--- src/rtl/burst_addr_pkg.sv ---
package burst_addr_pkg;

  // Per-cycle command from control to datapath
  typedef struct packed {
    logic load;  // capture addrIn, restart beat count
    logic step;  // advance beat count by one
  } burstCtl_t;

endpackage

--- src/rtl/burst_addr_ctrl.sv ---
module burst_addr_ctrl
  import burst_addr_pkg::*;
(
  input  logic      procStrobeN,
  input  logic      ctrlStrobeN,
  input  logic      advN,
  input  logic      chipEnN,
  output burstCtl_t ctl
);

  logic procStart;
  logic ctrlStart;
  logic deselect;

  always_comb begin
    // processor strobe only counts when the chip is enabled
    procStart = !procStrobeN && !chipEnN;
    // controller strobe starts with chip enabled, deselects otherwise
    ctrlStart = !ctrlStrobeN && !chipEnN;
    deselect  = !ctrlStrobeN && chipEnN;
    ctl.load  = procStart || ctrlStart;
    ctl.step  = !ctl.load && !deselect && !advN;
  end

endmodule

--- src/rtl/burst_addr_dp.sv ---
module burst_addr_dp
  import burst_addr_pkg::*;
#(
  parameter int ADDR_W = 16,
  parameter int BEAT_W = 2
) (
  input  logic              clk,
  input  logic              rstN,
  input  burstCtl_t         ctl,
  input  logic [ADDR_W-1:0] addrIn,
  input  logic              modeSel,
  output logic [ADDR_W-1:0] addrOut
);

  localparam int UPPER_W = ADDR_W - BEAT_W;

  logic [ADDR_W-1:0] baseAddr;
  logic [BEAT_W-1:0] beatCnt;
  logic [BEAT_W-1:0] lowLinear;
  logic [BEAT_W-1:0] lowInterleave;
  logic [BEAT_W-1:0] lowSel;

  always_ff @(posedge clk or negedge rstN) begin
    if (!rstN) begin
      baseAddr <= '0;
      beatCnt  <= '0;
    end else if (ctl.load) begin
      baseAddr <= addrIn;
      beatCnt  <= '0;
    end else if (ctl.step) begin
      beatCnt  <= beatCnt + 1'b1;
    end
  end

  // both orders wrap inside BEAT_W bits; upper bits never see a carry
  always_comb begin
    lowLinear     = baseAddr[BEAT_W-1:0] + beatCnt;
    lowInterleave = baseAddr[BEAT_W-1:0] ^ beatCnt;
    lowSel        = modeSel ? lowInterleave : lowLinear;
  end

  generate
    if (UPPER_W > 0) begin : g_upper
      assign addrOut = {baseAddr[ADDR_W-1:BEAT_W], lowSel};
    end else begin : g_low_only
      assign addrOut = lowSel;
    end
  endgenerate

endmodule

--- src/rtl/burst_addr_gen.sv ---
module burst_addr_gen
  import burst_addr_pkg::*;
#(
  parameter int ADDR_W = 16,
  parameter int BEAT_W = 2
) (
  input  logic              clk,
  input  logic              rstN,
  input  logic [ADDR_W-1:0] addrIn,
  input  logic              procStrobeN,
  input  logic              ctrlStrobeN,
  input  logic              advN,
  input  logic              chipEnN,
  input  logic              modeSel,
  output logic [ADDR_W-1:0] addrOut
);

  burstCtl_t ctl;

  burst_addr_ctrl u_ctrl (
    .procStrobeN (procStrobeN),
    .ctrlStrobeN (ctrlStrobeN),
    .advN        (advN),
    .chipEnN     (chipEnN),
    .ctl         (ctl)
  );

  burst_addr_dp #(
    .ADDR_W (ADDR_W),
    .BEAT_W (BEAT_W)
  ) u_dp (
    .clk     (clk),
    .rstN    (rstN),
    .ctl     (ctl),
    .addrIn  (addrIn),
    .modeSel (modeSel),
    .addrOut (addrOut)
  );

endmodule

--- config.mk ---
export PLATFORM = sky130hd
export DESIGN_NAME = burst_addr_gen
export DESIGN_NICKNAME = d
export VERILOG_FILES = /design/src/rtl/burst_addr_pkg.sv /design/src/rtl/burst_addr_ctrl.sv /design/src/rtl/burst_addr_dp.sv /design/src/rtl/burst_addr_gen.sv
export SDC_FILE = /design/constraint.sdc
export NUM_CORES = 1
export LEC_CHECK = 0
export BUFFER_PORTS_ARGS = -buffer_cell sky130_fd_sc_hd__buf_2
export CORE_MARGIN = 8
export CORE_UTILIZATION = 41
export CTS_CLUSTER_SIZE = 16
export DETAILED_ROUTE_END_ITERATION = 10
export MAX_ROUTING_LAYER = met4
export PLACE_DENSITY = 0.74
export SKIP_CTS_REPAIR_TIMING = 1
export SLEW_MARGIN = 20
export SYNTH_ARGS = -nofsm -noshare
export SYNTH_HDL_FRONTEND = slang
export SYNTH_SLANG_ARGS = --single-unit
--- constraint.sdc ---
create_clock -name clk -period 0.8 [get_ports clk]
set_input_delay 0.08 -clock clk [delete_from_list [all_inputs] [get_ports clk]]
set_output_delay 0.08 -clock clk [all_outputs]
set_load 0.01 [all_outputs]
Yosys cells after proc, flatten, opt, wreduce, memory -nomap -nowiden
Index checks and enable logic that the tools add are counted.
Operators by class
  bitwise logic cells: 1
  add/sub/neg operators: 2
  mux-type cells: 3
  reductions and logical operators: 13
Operator list (count)
  $logic_not A1 Y1: 6
  $mux W2: 3
  $logic_and A1 B1 Y1: 5
  $add A2 B1 Y2 const B: 1
  $add A2 B2 Y2: 1
  $reduce_bool A2 Y1: 1
  $xor A2 B2 Y2: 1
  $logic_or A1 B1 Y1: 1
Storage, ports and cells
  input port bits: 23
  bits in registers: 18

Depth between registers and ports, before layout
  depth after elaboration: 8
  gate-level depth with buffers: 3
  depth with buffers taken out: 3

By module
A second synthesis with hierarchy kept.
Second synthesis, totals
  cell total of the unflattened synthesis: 62
  area total of the unflattened synthesis: 889.6 µm²
Modules (own cells, without submodules)
  burst_addr_dp: area an instance 868.3 µm², instances 1, cells each 59, sequential area each 450.4 µm²
  burst_addr_ctrl: area an instance 21.3 µm², instances 1, cells each 3, sequential area each 0.0 µm²

Worst setup path after synthesis
No wires, ideal clock.
  kind: register -> output
  from: register u_dp.beatCnt[0]
  to: output port addrOut[1]
  buffers on the path: 0
  data required time: 720 ps
  slack: -205 ps
  stages on the path, launching flop included: 4
  data arrival time: 925 ps
  path through: dfrtp_1 ha_1 nor2b_1 xnor2_1
Between the ends
  cells in the longest elaborated chain, start to end: 2
RTL lines
  from (decl): line burst_addr_dp.sv:18  | logic [BEAT_W-1:0] beatCnt;
  from (signal assigned): line burst_addr_dp.sv:31  | beatCnt <= beatCnt + 1'b1;
  $add A2 B2 Y2: line burst_addr_dp.sv:37  | lowLinear = baseAddr[BEAT_W-1:0] + beatCnt;
  $mux W2: line burst_addr_dp.sv:39  | lowSel = modeSel ? lowInterleave : lowLinear;
  to (decl): line burst_addr_gen.sv:15  | output logic [ADDR_W-1:0] addrOut
Every way passes these cells.

Final worst setup path
Same ends and word-level chain as after synthesis.

==> out/qor.log <==
INFO  place          dpl_worst_slack=-0.2260ns
INFO  setup_path     path_cells=ha_2, nor2b_4, xnor2_2, buf_2
INFO  grt            number_of_global_route_vias_before_repair=637
INFO  timing         timing.final.max_slew_violations=0
INFO  timing         slew-limit-headroom=72.59%
INFO  synthesis      synth_adder_area_share=1.427%
INFO  synthesis      proportion_of_netlist_area_held_by_the_largest_area_contributor=51.36%
INFO  clocking       clock_insertion_delay_worst_skew=0.28ns
INFO  synthesis      synthCells=60
INFO  power          leakage=0.6019nW
INFO  synthesis      synth_compound_area_share=1.854%
INFO  grt            gr-usage-all-layers=9.326%
INFO  timing         max_slew.worst_pin.slew=0.4111ns
INFO  grt            globalRouteMet2Util=13.45%
INFO  clocking       htree_num_levels=1
INFO  final_layout   flow.area_growth_from_synthesis=37.09%
INFO  status         failed_checks=negative setup slack
INFO  synthesis      synthesis.nets=84
INFO  timing         layout_min_cycle_time=1.322ns
INFO  detailed_routing drtAntennaViolNets=0
INFO  timing         hold_violations=0
INFO  detailed_routing drt_pre_antenna_iters=4
INFO  run            cap_viol_max_count=0
INFO  clocking       clock_tree_from_tritoncts=yes
INFO  grt            grt_pass1_wl=2904um
INFO  detailed_routing wirelength_per_cell=13.64um
INFO  detailed_routing avgViaCountPerCell=4.400
INFO  grt            largest_net_degree_at_the_start_of_global_routing=19
INFO  timing         timing.final.setup_violations=25
INFO  floorplanning  floorplan.io_pins=39
INFO  timing         setup_total_negative_slack=-2.925ns
INFO  final_layout   drive_gt1_share=72.82%
INFO  final_layout   final_cell_count_no_fill=130
INFO  setup_path     cp_data_required_time=0.72ns
INFO  synthesis      synth.area.top_cells=dfrtp_1 51%, mux2_4 14%, buf_4 12%
INFO  setup_path     cpPeakStageDelay=0.40ns
INFO  floorplanning  die-height=62.25um
INFO  synthesis      netlist-cell-type-count=12
INFO  synthesis      synth_top_family_by_area=multiplexers
INFO  floorplanning  fp.dieArea=0.003875sqmm
INFO  synthesis      cell_taking_the_most_area_after_synthesis=dfrtp_1
INFO  grt            grt_remaining_overflow=0
INFO  grt            grt_use_met3=4.122%
INFO  synthesis      synth.avg_cell_area=14.62squm
INFO  timing         fin_ws=-0.5222ns
INFO  setup_path     slowest_stage=dfrtp_1
INFO  place          post-dp-hpwl=1302um
INFO  floorplanning  dieWidth=62.25um
INFO  floorplanning  core_area=0.001982sqmm
INFO  setup_path     cp-start-kind=flip-flop
INFO  detailed_routing wl=1773um
INFO  synthesis      sequential_area_share_after_synthesis=51.36%
INFO  final_layout   final_nets=128
INFO  timing         min_period_over_period=165.3%
INFO  power          worst_ir_drop_vdd=1096uV
INFO  floorplanning  floorplan.initialDensity=44.26%
INFO  hold_path      worst_min_path_class=in -> reg
INFO  timing         fmax=0.7563GHz
INFO  setup_path     worst_ep_arrival_time=1.24ns
INFO  place          portBuffers=38
INFO  place          place.gp.congestion=0.6317
INFO  floorplanning  core.rowCount=16
INFO  grt            grt_use_met1=10.90%
INFO  setup_path     critPathMaxFanout=2
INFO  grt            busiest_layer_in_global_routing=met2
INFO  detailed_routing route.vias.total=572
INFO  timing         finalClockSkew=0.0001739ns
INFO  synthesis      synth_simple_gate_area_share=3.138%
INFO  clocking       clock_tree.root_cell=clkbuf_4
INFO  timing         rsz_0062_raised_after_global_routing=yes
INFO  setup_path     worst_setup_path_end_kind=primary output
INFO  final_layout   n_antenna_cell=0
INFO  setup_path     worst-setup-path-type=reg -> out
INFO  status         status=finished, violations left
INFO  synthesis      synthMuxAreaShare=23.97%
INFO  synthesis      synthXorXnorAreaFrac=3.994%
INFO  synthesis      synth_warnings=0
INFO  grt            antenna_violations_before_repair=0
INFO  clocking       clock-sinks=18
INFO  synthesis      syn-cell-area=877.1squm
INFO  clocking       cts.clk_slew.worst_paths=0.10ns
INFO  clocking       numCtsBuffers=3
INFO  place          numPlacedInstances=114
INFO  detailed_routing dr.first_iter.drc_count=10
INFO  timing         hold_ws=0.01938ns
INFO  power          power.density_cell_area=1941mW/mm^2
INFO  synthesis      postSynthRegisterBits=18
INFO  clocking       cts_buffer_depth=2
INFO  detailed_routing drc_errors=0
[layout make-up]
type	instances	area [sq um]
flip-flops and latches	18	450.4
fillers	169	779.5
clock buffers	4	36.28
repair buffers	54	347.8
multi-input cells	27	334.1
well taps	27	33.78
[final timing paths]
path                             startpoint          endpoint  slack (ns)  cells after the start
min in group asynchronous              rstN  u_dp.baseAddr[8]        0.25                      2
setup reg to reg            u_dp.beatCnt[0]   u_dp.beatCnt[1]       -0.15                      4
hold / removal                    addrIn[4]  u_dp.baseAddr[4]        0.02                      2
setup / recovery            u_dp.beatCnt[0]        addrOut[1]       -0.52                      4
max in group asynchronous              rstN  u_dp.baseAddr[7]        0.26                      2
hold reg to reg            u_dp.baseAddr[4]  u_dp.baseAddr[4]        0.52                      1
[where the power goes]
group          switching, mW  total [mW]  internal [mW]
Sequential            0.0673        1.10           1.03
Clock                  0.259       0.536          0.277
Combinational          0.267       0.702          0.436
[synth_stat cells]
library cell	instances
dfrtp_1	18
buf_4	14
mux2_2	8
mux2_4	8
xnor2_1	3
nor2_1	2
nor2b_1	2
a21oi_4	1
buf_12	1
ha_1	1
nand3b_1	1
xor2_1	1
[routing by layer]
metal	vias up	part of all wire [%]
li1	275	-
met1	270	48
met2	27	45
met3	0	6.9
met4	0	0
met5	-	0
[stage by stage]
step / total power [mW] / area (sq um) / util, %
5_1_grt: 2.491 / 1202 / 60.67
2_1_floorplan: 1.557 / 894.6 / -
6_report: 2.334 / 1202 / 60.67
4_1_cts: 2.256 / 1072 / 54.10
3_3_place_gp: 1.662 / 1036 / 52.27
3_5_place_dp: 1.688 / 1036 / 52.27
[worst max-delay path: cells and delay by family, from the launching register on]
family	cells	cell delay (ns)
DFF	1	0.40
adders and majority gates	1	0.18
buffers and inverters	1	0.14
and+or+nand+nor	1	0.12
xor gates and xnor gates	1	0.11
[sequential cells by signal (all words and copies together), names as in the netlist]
| name | cells |
|---|---|
| u_dp.beatCnt | 2 |
| u_dp.baseAddr | 16 |
[cell families (layout without fill, tap and decap cells)]
| kind of cell | Yosys count | after routing |
|---|---|---|
| buffers and inverters | 15 | 58 |
| adders and majority gates | 1 | 1 |
| AOI/OAI and AO/OA | 1 | 1 |
| muxes | 16 | 16 |
| DFF | 18 | 18 |
| xor gates and xnor gates | 4 | 4 |
| and+or+nand+nor | 5 | 5 |
[cells in the final DEF, fill, tap and decap left out]
cell type	instances
nor2b_4	1
nor2_1	2
buf_2	36
a21oi_4	1
buf_4	10
buf_6	2
nor2b_1	1
xnor2_2	3
mux2_2	8
xor2_1	1
ha_2	1
buf_12	1
clkbuf_8	1
dfrtp_1	18
dlygate4sd3_1	5
mux2_4	8
nand3b_1	1
clkbuf_4	3
Power figures use the tool's default switching activity.
